$ cat src/rtl/sar_adc_pkg.sv
package sar_adc_pkg;
  typedef enum logic {
    PH_IDLE = 1'b0,
    PH_CONV = 1'b1
  } sar_phase_e;

  typedef enum logic {
    MODE_SINGLE = 1'b0,
    MODE_SCAN   = 1'b1
  } sar_mode_e;
endpackage

$ cat src/rtl/sar_step_timer.sv
module sar_step_timer #(
  parameter int STEP_CYCLES = 4
) (
  input  logic clk,
  input  logic rst,
  input  logic load,
  input  logic run,
  output logic tick
);
  generate
    if (STEP_CYCLES <= 1) begin : g_every
      assign tick = run;
    end else begin : g_count
      localparam int CW = $clog2(STEP_CYCLES);
      localparam logic [CW-1:0] LAST = CW'(STEP_CYCLES - 1);
      logic [CW-1:0] cnt_q;

      assign tick = run && (cnt_q == LAST);

      always_ff @(posedge clk) begin
        if (rst || load) begin
          cnt_q <= '0;
        end else if (run) begin
          cnt_q <= tick ? '0 : cnt_q + 1'b1;
        end
      end
    end
  endgenerate
endmodule

$ cat src/rtl/sar_approx_reg.sv
module sar_approx_reg #(
  parameter int RES_BITS = 10
) (
  input  logic                clk,
  input  logic                rst,
  input  logic                load,
  input  logic                step,
  input  logic                cmp,
  output logic [RES_BITS-1:0] code,
  output logic                at_lsb
);
  localparam int IDX_W = $clog2(RES_BITS);
  localparam logic [IDX_W-1:0] TOP = IDX_W'(RES_BITS - 1);

  logic [RES_BITS-1:0] code_q, code_nxt;
  logic [IDX_W-1:0]    idx_q;

  always_comb begin
    code_nxt = code_q;
    for (int i = 0; i < RES_BITS; i++) begin
      if (IDX_W'(i) == idx_q) begin
        code_nxt[i] = cmp;
      end else if ((idx_q != '0) && (IDX_W'(i) == idx_q - 1'b1)) begin
        code_nxt[i] = 1'b1;
      end
    end
  end

  always_ff @(posedge clk) begin
    if (rst) begin
      code_q <= '0;
      idx_q  <= TOP;
    end else if (load) begin
      code_q <= {1'b1, {(RES_BITS-1){1'b0}}};
      idx_q  <= TOP;
    end else if (step) begin
      code_q <= code_nxt;
      if (idx_q != '0) idx_q <= idx_q - 1'b1;
    end
  end

  assign code   = code_q;
  assign at_lsb = (idx_q == '0);
endmodule

$ cat src/rtl/sar_seq_ctrl.sv
module sar_seq_ctrl
  import sar_adc_pkg::*;
(
  input  logic clk,
  input  logic rst,
  input  logic req,
  input  logic mode_in,
  input  logic tick,
  input  logic at_lsb,
  output logic start,
  output logic busy,
  output logic done,
  output logic single_cmpl,
  output logic scan_cmpl
);
  sar_phase_e phase_q;
  sar_mode_e  mode_q;
  logic       finish;

  assign start  = (phase_q == PH_IDLE) && req;
  assign finish = (phase_q == PH_CONV) && tick && at_lsb;
  assign busy   = (phase_q == PH_CONV);

  always_ff @(posedge clk) begin
    if (rst) begin
      phase_q     <= PH_IDLE;
      mode_q      <= MODE_SINGLE;
      done        <= 1'b0;
      single_cmpl <= 1'b1;
      scan_cmpl   <= 1'b1;
    end else begin
      done <= 1'b0;
      if (start) begin
        phase_q <= PH_CONV;
        mode_q  <= sar_mode_e'(mode_in);
        if (mode_in) scan_cmpl   <= 1'b0;
        else         single_cmpl <= 1'b0;
      end else if (finish) begin
        phase_q <= PH_IDLE;
        done    <= 1'b1;
        if (mode_q == MODE_SCAN) scan_cmpl   <= 1'b1;
        else                     single_cmpl <= 1'b1;
      end
    end
  end
endmodule

$ cat src/rtl/sar_adc_ctrl.sv
module sar_adc_ctrl #(
  parameter int RES_BITS    = 10,
  parameter int STEP_CYCLES = 4
) (
  input  logic                clk,
  input  logic                rst,
  input  logic                sw_start,
  input  logic                hw_trig,
  input  logic                scan_sel,
  input  logic                cmp_hi,
  output logic [RES_BITS-1:0] dac_code,
  output logic [RES_BITS-1:0] result,
  output logic                busy,
  output logic                done,
  output logic                single_cmpl,
  output logic                scan_cmpl
);
  logic start, tick, at_lsb;
  logic [RES_BITS-1:0] code;

  sar_seq_ctrl u_ctrl (
    .clk(clk), .rst(rst), .req(sw_start | hw_trig), .mode_in(scan_sel),
    .tick(tick), .at_lsb(at_lsb), .start(start), .busy(busy), .done(done),
    .single_cmpl(single_cmpl), .scan_cmpl(scan_cmpl)
  );

  sar_step_timer #(.STEP_CYCLES(STEP_CYCLES)) u_timer (
    .clk(clk), .rst(rst), .load(start), .run(busy), .tick(tick)
  );

  sar_approx_reg #(.RES_BITS(RES_BITS)) u_sar (
    .clk(clk), .rst(rst), .load(start), .step(tick), .cmp(cmp_hi),
    .code(code), .at_lsb(at_lsb)
  );

  assign dac_code = code;
  assign result   = code;
endmodule

$ cat config.mk
export PLATFORM = sky130hd
export DESIGN_NAME = sar_adc_ctrl
export DESIGN_NICKNAME = d
export VERILOG_FILES = /design/src/rtl/sar_adc_pkg.sv /design/src/rtl/sar_step_timer.sv /design/src/rtl/sar_approx_reg.sv /design/src/rtl/sar_seq_ctrl.sv /design/src/rtl/sar_adc_ctrl.sv
export SDC_FILE = /design/constraint.sdc
export NUM_CORES = 1
export LEC_CHECK = 0
export ABC_AREA = 0
export ABC_CLOCK_PERIOD_IN_PS = 2100
export CAP_MARGIN = 10
export CORE_MARGIN = 1.5
export CORE_UTILIZATION = 30
export CTS_CLUSTER_DIAMETER = 30
export DETAILED_ROUTE_END_ITERATION = 10
export HOLD_SLACK_MARGIN = 0.02
export PLACE_DENSITY = 0.5
export SETUP_SLACK_MARGIN = 0.1
export SYNTH_ARGS = -nofsm -noshare
export SYNTH_HDL_FRONTEND = slang
export SYNTH_SLANG_ARGS = --single-unit
$ cat constraint.sdc
create_clock -name clk -period 2.1 [get_ports clk]
set_input_delay 0.42 -clock clk [delete_from_list [all_inputs] [get_ports clk]]
set_output_delay 0.42 -clock clk [all_outputs]
set_load 0.01 [all_outputs]
Word level (Yosys, flattened, before mapping) --
Cells that the tools add are included.
Operators by class: $add $sub $neg 2, eq/ne operators 22, mux-type cells 34, bitwise logic cells 2, reduce and logical (&&, ||, !) cells 45
Operators with widths (count):
- 3-bit by 4-bit == test with 1-bit output, first input constant | 8
- 1-bit 2-to-1 mux | 31
- 2-bit nonzero test | 12
- 2-bit AND reduction | 11
- 10-bit 2-to-1 mux | 2
- 2-bit by 4-bit == test with 1-bit output, first input constant | 4
- 4-bit == test, first input constant | 4
- 1-bit logical AND | 14
- 1-bit by 4-bit == test with 1-bit output, first input constant | 2
- 4-bit logical NOT | 2
- 3-bit AND reduction | 2
- 2-bit inequality test, second input constant | 2
- 4-bit nonzero test | 1
- 4-bit by 1-bit subtractor with 4-bit output, second input constant | 1
- 3-bit nonzero test | 1
- 2-bit by 1-bit adder with 2-bit output, second input constant | 1
- 2-bit == test, second input constant | 1
- 2-bit 2-to-1 mux | 1
- 2-bit by 1-bit inequality test with 1-bit output, second input constant | 1
- 2-bit OR reduction | 1
- 1-bit logical OR | 1
- 1-bit NOT | 1
- 1-bit OR | 1
Storage, ports and cells: flip-flop bits (word level) 21, bits of input ports 6, output and inout bits 24, word-level logic and storage cells 122

Logic depth before layout (Yosys ltp) --
Gate-level depths: netlist of the first run.
depth after elaboration 7, gate-level depth with buffers 8, gate-level depth less buffers 6

Modules after synthesis --
From an unflattened synthesis of the first run, not the netlist that was laid out.
Unflattened totals: cells, all modules 164, area total of the unflattened synthesis 1335.0 um2
By module, submodules not included:
- sar_approx_reg | instances 1, cells each 125, area each 963.4 um2, seq. area each 280.3 um2
- sar_seq_ctrl | instances 1, cells each 19, area each 188.9 um2, seq. area each 100.1 um2
- sar_step_timer | instances 1, cells each 9, area each 101.3 um2, seq. area each 40.0 um2
- sar_adc_ctrl | instances 1, cells each 11, area each 81.3 um2, seq. area each 0.0 um2

Least setup slack after synthesis of the first run --
Ideal clock, no wire load.
path type flip-flop to flip-flop, start point register u_sar.idx_q[0], end point register u_sar.code_q[4] (netlist: u_sar.code[4]), library setup time 66 ps, data arrival time 1666 ps, data required time 2034 ps, path slack 367 ps, stages on the path, launching flop included 7, cell sequence dfxtp_1 inv_1 ha_1 clkbuf_2 or4_1 a21o_1 a21oi_2
On the way: longest elaborated chain between the ends 5, elaborated cells on any way between the ends 8
Ends and longest elaborated chain:
- from (decl) | RTL line sar_approx_reg.sv:16 | logic [IDX_W-1:0] idx_q;
- from (signal assigned) | RTL line sar_approx_reg.sv:38 | if (idx_q != '0) idx_q <= idx_q - 1'b1;
- 4-bit by 1-bit subtractor with 4-bit output | RTL line sar_approx_reg.sv:23 | end else if ((idx_q != '0) && (IDX_W'(i) == idx_q - 1'b1)) begin
- 3-bit by 4-bit == test with 1-bit output | RTL line sar_approx_reg.sv:23
- 1-bit logical AND | RTL line sar_approx_reg.sv:23
- 2-bit nonzero test (no source line)
- 2-bit AND reduction (no source line)
- to (signal assigned) | RTL line sar_approx_reg.sv:34 | code_q <= {1'b1, {(RES_BITS-1){1'b0}}};
- to (signal assigned) | RTL line sar_approx_reg.sv:37 | code_q <= code_nxt;
- to (decl) | RTL line sar_approx_reg.sv:15 | logic [RES_BITS-1:0] code_q, code_nxt;
Parallel ways exist; a longest one is shown, timed or not. A chain may end at the register's enable or synchronous reset.

Worst setup path in the final report of the first run --
Same ends and word-level chain as after synthesis.

==> results of run 1 <==
## metrics by stage
step / cell area, sq um / hold slack (ns)
floorplan: 1380 / 0.445
global placement: 1650 / 0.461
detailed placement: 1650 / 0.462
CTS: 1690 / 0.485
global route: 1700 / 0.507
finish: 1700 / 0.476
## final cells by class
| type | instances | area [sq um] | area share (%) |
|---|---|---|---|
| flip-flops and latches | 21 | 420 | 24.7 |
| clock inverters | 1 | 5.00 | 0.294 |
| inverters | 6 | 22.5 | 1.32 |
| well taps | 52 | 65.1 | 3.83 |
| multi-input cells | 121 | 803 | 47.2 |
| clock buffers | 3 | 41.3 | 2.43 |
| repair buffers | 36 | 343 | 20.2 |
## worst max path at each step
stage                     slack, ns                          end                   startpoint  cells after the start
final                          0.25   u_sar.code[4]$_SDFFE_PP0P_  u_sar.idx_q[0]$_SDFFE_PP1P_                      6
after CTS                      0.17  u_sar.idx_q[2]$_SDFFE_PP0P_  u_sar.idx_q[0]$_SDFFE_PP1P_                      6
after global routing           0.08  u_sar.idx_q[2]$_SDFFE_PP0P_  u_sar.idx_q[0]$_SDFFE_PP1P_                      6
after detailed placement       0.18  u_sar.idx_q[2]$_SDFFE_PP0P_  u_sar.idx_q[0]$_SDFFE_PP1P_                      6
after floorplan                0.37   u_sar.code[4]$_SDFFE_PP0P_  u_sar.idx_q[0]$_SDFFE_PP1P_                      6
after global placement         0.27  u_sar.idx_q[1]$_SDFFE_PP0P_  u_sar.idx_q[0]$_SDFFE_PP1P_                      5
## power breakdown
group | switching (mW) | internal [mW]
combinational | 0.0329 | 0.0403
sequential | 0.0101 | 0.407
clock | 0.153 | 0.133
## worst max-delay path: cells and delay by family, from the launching register on
family	cells	cell delay, ns
and+or+nand+nor	1	0.53
DFF	1	0.39
adders and majority gates	1	0.38
AOI/OAI and AO/OA	2	0.28
buffers and inverters	2	0.22
## layer usage
metal / share of wire [%] / wire length [um]
met3: 4.3 / 155
met2: 45 / 1640
met1: 49 / 1770
met4: 1.3 / 46
met5: 0 / 0
## layout by cell type (no fill, tap or decap), types with 2 or more instances in the layout
cell / instances
sky130_fd_sc_hd__a211oi_1: 3
sky130_fd_sc_hd__a21o_1: 2
sky130_fd_sc_hd__a21oi_1: 9
sky130_fd_sc_hd__a221oi_1: 2
sky130_fd_sc_hd__a311oi_1: 3
sky130_fd_sc_hd__a31oi_1: 4
sky130_fd_sc_hd__a41oi_1: 4
sky130_fd_sc_hd__and3b_1: 2
sky130_fd_sc_hd__buf_4: 7
sky130_fd_sc_hd__clkbuf_8: 3
sky130_fd_sc_hd__clkdlybuf4s50_1: 29
sky130_fd_sc_hd__dfxtp_1: 21
sky130_fd_sc_hd__ha_1: 7
sky130_fd_sc_hd__inv_1: 5
sky130_fd_sc_hd__mux2i_1: 3
sky130_fd_sc_hd__nand2_1: 7
sky130_fd_sc_hd__nand2b_1: 5
sky130_fd_sc_hd__nand3_1: 11
sky130_fd_sc_hd__nand4_1: 2
sky130_fd_sc_hd__nor2_1: 14
sky130_fd_sc_hd__nor2b_1: 4
sky130_fd_sc_hd__nor3_1: 5
sky130_fd_sc_hd__o211ai_1: 5
sky130_fd_sc_hd__o21ai_0: 6
## what timing repair did
item / in CTS / in global routing
setup buffers: 0 / 0
endpoints found under the setup margin: 0 / 4
resized for setup: 0 / 2
## cell families after synthesis
kind of cell / count (synthesis) / share of synthesized area (%)
and+or+nand+nor: 62 / 24.2
xor gates and xnor gates: 1 / 0.637
DFF: 21 / 30.6
buffers and inverters: 28 / 11.6
adders and majority gates: 7 / 6.37
AOI/OAI and AO/OA: 48 / 24.5
muxes: 3 / 2.18
## flip-flops by register name, indices dropped and copies added (netlist names)
signal	flops
u_ctrl.busy	1
u_sar.code	10
u_ctrl.single_cmpl	1
u_timer.g_count.cnt_q	2
u_ctrl.mode_q	1
u_ctrl.scan_cmpl	1
u_sar.idx_q	4
u_ctrl.done	1
==> results.md, run 1 <==
- Status: completed
- Async set-reset flop share out of synthesis: 0%
- Core Box Area: 4380 sq um
- Clock latency on the worst-skew pair: 0.27 ns
- Detailed placer's ending HPWL: 2670 um
- Number of H-tree levels: 1
- Total length of routed wires: 3610 um
- Number of enable flip-flop cells after synthesis: 0
- Count of boundary I/O pins: 30
- Sink count of the clock tree: 21
- Global-route wire length before repair: 5820 um
- Setup crit end kind: flip-flop
- RSZ-0062 raised after global routing: yes
- Maximum clock skew at final layout: 0.00734 ns
- Global-route track usage on met1: 20.3%
- Largest net degree at the start of global routing: 20
- Arrival @ worst endpoint: 2.07 ns
- Cells taking the most area after synthesis: sky130_fd_sc_hd__dfxtp_1, sky130_fd_sc_hd__buf_4, sky130_fd_sc_hd__ha_1
- Critical path start-end classification: reg -> reg
- Relative slew slack: 56.4%
- Vias in the first global route: 1225
- Fill cell total of the finished layout: 451
- Share of post-route cells with drive strength above 1: 9.57%
- Final standard cell count with taps included and fillers excluded: 240
- P_leak: 0.570 nW
- Floorplan die area: 5000 sq um
- List of cells traversed by the critical path: inv_1 -> ha_1 -> inv_2 -> or4_1 -> a21o_1 -> a21oi_2
- Post-synthesis cell type count: 49
- Largest driver fanout on the critical path: 10
- Cell depth of the worst hold path: 2
- Post-synthesis to final-layout area growth: 23.7%
- Placement Rows: 24
- Crit-path slowest cell: sky130_fd_sc_hd__or4_1
- Worst Hold Path EP: u_ctrl.single_cmpl$_SDFFE_PP1P_
- Floorplan die width: 70.7 um
- R2r startpoint: u_sar.idx_q[0]$_SDFFE_PP1P_
- Proportion of netlist area held by the largest area contributor: 30.6%
- Total count of max-transition violations in the final report: 0
- Start point of the worst min-delay path: u_ctrl.single_cmpl$_SDFFE_PP1P_
- Synthesized Nets: 183
- Instance count after placement with tap cells included: 236
- R2R Setup Slk: 0.25 ns
- Port buffer count: 29
- Count of inserted antenna diode cells: 0
- Post-Syn Area: 1380 sq um
- Final setup margin: 0.247 ns
- Cell area power density: 457 nW/um^2
- Kind of path behind the tightest hold check: reg -> reg
- Fmax achieved: 540 MHz
- Worst voltage drop across the vdd grid: 0.186 mV
- Length in cells of the worst reg-to-reg path: 6
- Final period util: 88.3%
- Routability congestion estimate: 0.810
- Category of the worst setup path launch point: flip-flop
- Total of endpoints with negative setup slack in the final report: 0
- Mean routed wirelength per cell: 15.0 um
- Number of register bits inferred by synthesis: 21
- Synthesized area per cell: 8.09 sq um
- Biggest cell delay along the critical path: 0.53 ns
- Number of hold-slack violations in the final timing report: 0
- Most used flip-flop cell after synthesis: sky130_fd_sc_hd__dfxtp_1
- Sum of negative setup slack: 0 ns
- Total power consumption of the routed design: 0.777 mW
- DRC violation total after the first TritonRoute iteration: 65
- Share of the yosys chip area belonging to registers: 30.6%
- Synth area leader: sky130_fd_sc_hd__dfxtp_1
- GR Overflow Total: 0
- Met2 global-route usage: 22.7%
- Critical R2R Capture: u_sar.code[4]$_SDFFE_PP0P_
- Total global routing track utilization: 14.5%
- Leading cell type by number of instances after synthesis: sky130_fd_sc_hd__dfxtp_1
- TritonCTS buffer count: 3
- Antenna violations before repair: 0
- Maximum Capacitance Violations: 0
- Cells after synthesis: 170
- Layout Nets: 202
- Chip Height: 70.7 um
- Crit path required time: 2.31 ns
- Number of vias per cell: 5.45
- Worst Tran Pin Value: 0.653 ns
- Met3 GRT Util: 2.14%
- Clock-pin slew on the worst setup and hold paths: 0.09 ns
- Post-route antenna net violation count: 0
- Clock tree root driver cell: sky130_fd_sc_hd__clkbuf_8
- Deepest clock path buffer count: 2
- Effective utilization at floorplan: 31.4%
- Yosys warning count: 0
- Worst slack, placed: 0.182 ns
- Total iterations of the first detailed-routing run: 4
- Hold buffer count at cts: 0
- Detailed-route via count: 1309
- Peak-usage layer in the global routing report: met2
- Synth top cells by count: sky130_fd_sc_hd__dfxtp_1, sky130_fd_sc_hd__nor2_1, sky130_fd_sc_hd__buf_4, sky130_fd_sc_hd__nand3_1, sky130_fd_sc_hd__a21oi_1
- Fin util: 38.8%
- Clock tree from TritonCTS: yes
- Min Clock Period, post-route: 1.85 ns
- Count of unresolved DRC violations after routing: 0
Note: power is estimated with default switching activity, not from simulation.
==> run 2: changes to the inputs <==
Settings changed: CORE_UTILIZATION 30 to 42, PLACE_DENSITY 0.5 to 0.66.
==> results.md, run 2 (synthesized netlist as in run 1, its figures left out) <==
- Number of vias per cell: 5.73 (was 5.45)
- Core Box Area: 3080 sq um (was 4380 sq um)
- Relative slew slack: 50.8% (was 56.4%)
- Layout Nets: 198 (was 202)
- Vias in the first global route: 1158 (was 1225)
- Area of the multi-input gates: 806 sq um (was 803 sq um)
- Placement Rows: 20 (was 24)
- Category of the worst setup path launch point: flip-flop (unchanged)
- RSZ-0062 raised after global routing: no (was yes)
- Detailed placer's ending HPWL: 2510 um (was 2670 um)
- Most used cells in the layout excluding fill and tap cells: sky130_fd_sc_hd__clkdlybuf4s50_1, sky130_fd_sc_hd__dfxtp_1, sky130_fd_sc_hd__nor2_1, sky130_fd_sc_hd__nand3_1, sky130_fd_sc_hd__a21oi_1 (unchanged)
- Sum of negative setup slack: 0 ns (unchanged)
- Clock-pin slew on the worst setup and hold paths: 0.12 ns (was 0.09 ns)
- Final setup margin: 0.196 ns (was 0.247 ns)
- Crit path required time: 1.68 ns (was 2.31 ns)
- Count of boundary I/O pins: 30 (unchanged)
- Floorplan die area: 3630 sq um (was 5000 sq um)
- Deepest clock path buffer count: 2 (unchanged)
- Maximum clock skew at final layout: 0.00828 ns (was 0.00734 ns)
- Crit path buffers/inverters: 1 (was 2)
- Detailed-route via count: 1307 (was 1309)
- Clock tree from TritonCTS: yes (unchanged)
- Antenna violations before repair: 0 (unchanged)
- Worst voltage drop across the vdd grid: 0.296 mV (was 0.186 mV)
- Share of post-route cells with drive strength above 1: 9.24% (was 9.57%)
- Global-route wire length before repair: 5620 um (was 5820 um)
- Floorplan die width: 60.2 um (was 70.7 um)
- Setup crit end kind: output port (was flip-flop)
- Min Clock Period, post-route: 1.90 ns (was 1.85 ns)
- Largest delay share family, worst path: buffers and inverters (was simple AND/OR/NAND/NOR gates)
- Worst Tran Pin Value: 0.737 ns (was 0.653 ns)
- Final period util: 90.6% (was 88.3%)
- Count of buffers added by post-CTS timing repair for setup: 0 (unchanged)
- Worst slack, placed: 0.138 ns (was 0.182 ns)
- Status: completed (unchanged)
- Total iterations of the first detailed-routing run: 4 (unchanged)
- Largest net degree at the start of global routing: 23 (was 20)
- Count of unresolved DRC violations after routing: 0 (unchanged)
- GR Overflow Total: 0 (unchanged)
- Total power consumption of the routed design: 0.699 mW (was 0.777 mW)
- Post-route antenna net violation count: 0 (unchanged)
- Count of inserted antenna diode cells: 0 (unchanged)
- Kind of path behind the tightest hold check: reg -> reg (unchanged)
- Sink count of the clock tree: 21 (unchanged)
- Cell area power density: 424 nW/um^2 (was 457 nW/um^2)
- Total length of routed wires: 3470 um (was 3610 um)
- Number of hold-slack violations in the final timing report: 0 (unchanged)
- Biggest cell delay along the critical path: 0.61 ns (was 0.53 ns)
- Largest driver fanout on the critical path: 10 (unchanged)
- Routability congestion estimate: 0.855 (was 0.810)
- Most common cell after layout, fill and taps aside: sky130_fd_sc_hd__clkdlybuf4s50_1 (unchanged)
- Clock tree root driver cell: sky130_fd_sc_hd__clkbuf_4 (was sky130_fd_sc_hd__clkbuf_8)
- Crit-path slowest cell: sky130_fd_sc_hd__clkdlybuf4s50_1 (was sky130_fd_sc_hd__or4_1)
- Post-synthesis to final-layout area growth: 19.7% (was 23.7%)
- Total of endpoints with negative setup slack in the final report: 0 (unchanged)
- Instance count after placement with tap cells included: 224 (was 236)
- Final standard cell count with taps included and fillers excluded: 228 (was 240)
- Fill cell total of the finished layout: 297 (was 451)
- Effective utilization at floorplan: 44.7% (was 31.4%)
- Port buffer count: 29 (unchanged)
- DRC violation total after the first TritonRoute iteration: 67 (was 65)
- Hold buffer count at cts: 0 (unchanged)
- Clock latency on the worst-skew pair: 0.32 ns (was 0.27 ns)
- Total count of max-transition violations in the final report: 0 (unchanged)
- Critical path start-end classification: reg -> out (was reg -> reg)
- Total global routing track utilization: 20.8% (was 14.5%)
- Fmax achieved: 525 MHz (was 540 MHz)
- P_leak: 0.542 nW (was 0.570 nW)
- Chip Height: 60.2 um (was 70.7 um)
- Reg area: 423 sq um (was 420 sq um)
- Mean routed wirelength per cell: 15.2 um (was 15.0 um)
- Flip-flop count of the largest register after layout: 10 (unchanged)
- List of cells traversed by the critical path: clkdlybuf4s50_1 (was inv_1 -> ha_1 -> inv_2 -> or4_1 -> a21o_1 -> a21oi_2)
- CTS-repair resized insts: 1 (was 0)
- Maximum Capacitance Violations: 0 (unchanged)
- TritonCTS buffer count: 3 (unchanged)
- Number of H-tree levels: 1 (unchanged)
- Arrival @ worst endpoint: 1.48 ns (was 2.07 ns)
==> run 2: cell types whose count changed in the layout (fill, tap and decap cells not counted) <==
cell	before	now
sky130_fd_sc_hd__clkbuf_8	3	0
sky130_fd_sc_hd__dfxtp_2	0	2
sky130_fd_sc_hd__ha_2	0	1
sky130_fd_sc_hd__clkbuf_4	0	3
sky130_fd_sc_hd__dfxtp_1	21	19
sky130_fd_sc_hd__ha_1	7	6
sky130_fd_sc_hd__buf_4	7	3
==> run 2: stage by stage <==
| stage | hold slack [ns] | utilization, % | area (sq um) |
|---|---|---|---|
| floorplan | 0.445 | - | 1380 |
| global placement | 0.459 | 52.2 | 1610 |
| detailed placement | 0.466 | 52.2 | 1610 |
| CTS | 0.484 | 53.2 | 1640 |
| global route | 0.528 | 53.5 | 1650 |
| finish | 0.481 | 53.5 | 1650 |
==> run 2: report_power, final <==
group          leakage (nW)  switching (mW)  internal, mW
sequential            0.171          0.0108         0.408
combinational         0.353          0.0331        0.0383
clock                0.0177           0.137        0.0713
==> run 2: area by class of cell <==
| type | instances | area share, % |
|---|---|---|
| sequential | 21 | 25.7 |
| clock buffer | 3 | 1.37 |
| inverter | 6 | 1.37 |
| timing repair buffer | 32 | 19.0 |
| clock inverter | 1 | 0.304 |
| multi-input combinational | 121 | 48.9 |
| tap | 44 | 3.34 |
==> run 2: routing by layer <==
layer	track usage [%]	up-vias	part of all wire (%)
met1	28.3	633	47
met3	4.11	2	3.1
met5	0	-	0
li1	-	639	-
met4	6.35	0	0.55
met2	32.9	33	49
==> run 2: path summary, 6_finish.rpt <==
kind                                             startpoint                          to  slack (ns)  depth (start not counted)
worst max register to register  u_sar.idx_q[0]$_SDFFE_PP1P_  u_sar.code[4]$_SDFFE_PP0P_        0.21                          6
worst min-delay path             u_sar.code[7]$_SDFFE_PP0P_  u_sar.code[7]$_SDFFE_PP0P_        0.48                          2
worst min register to register   u_sar.code[7]$_SDFFE_PP0P_  u_sar.code[7]$_SDFFE_PP0P_        0.48                          2
worst max-delay path               u_ctrl.busy$_SDFFE_PP0P_                        busy        0.20                          1
==> run 3: changes to the inputs <==
Settings changed: SLEW_MARGIN from default to 20.
==> results of run 3 <==
No change in the layout: final DEF, timing and power equal those of run 2.
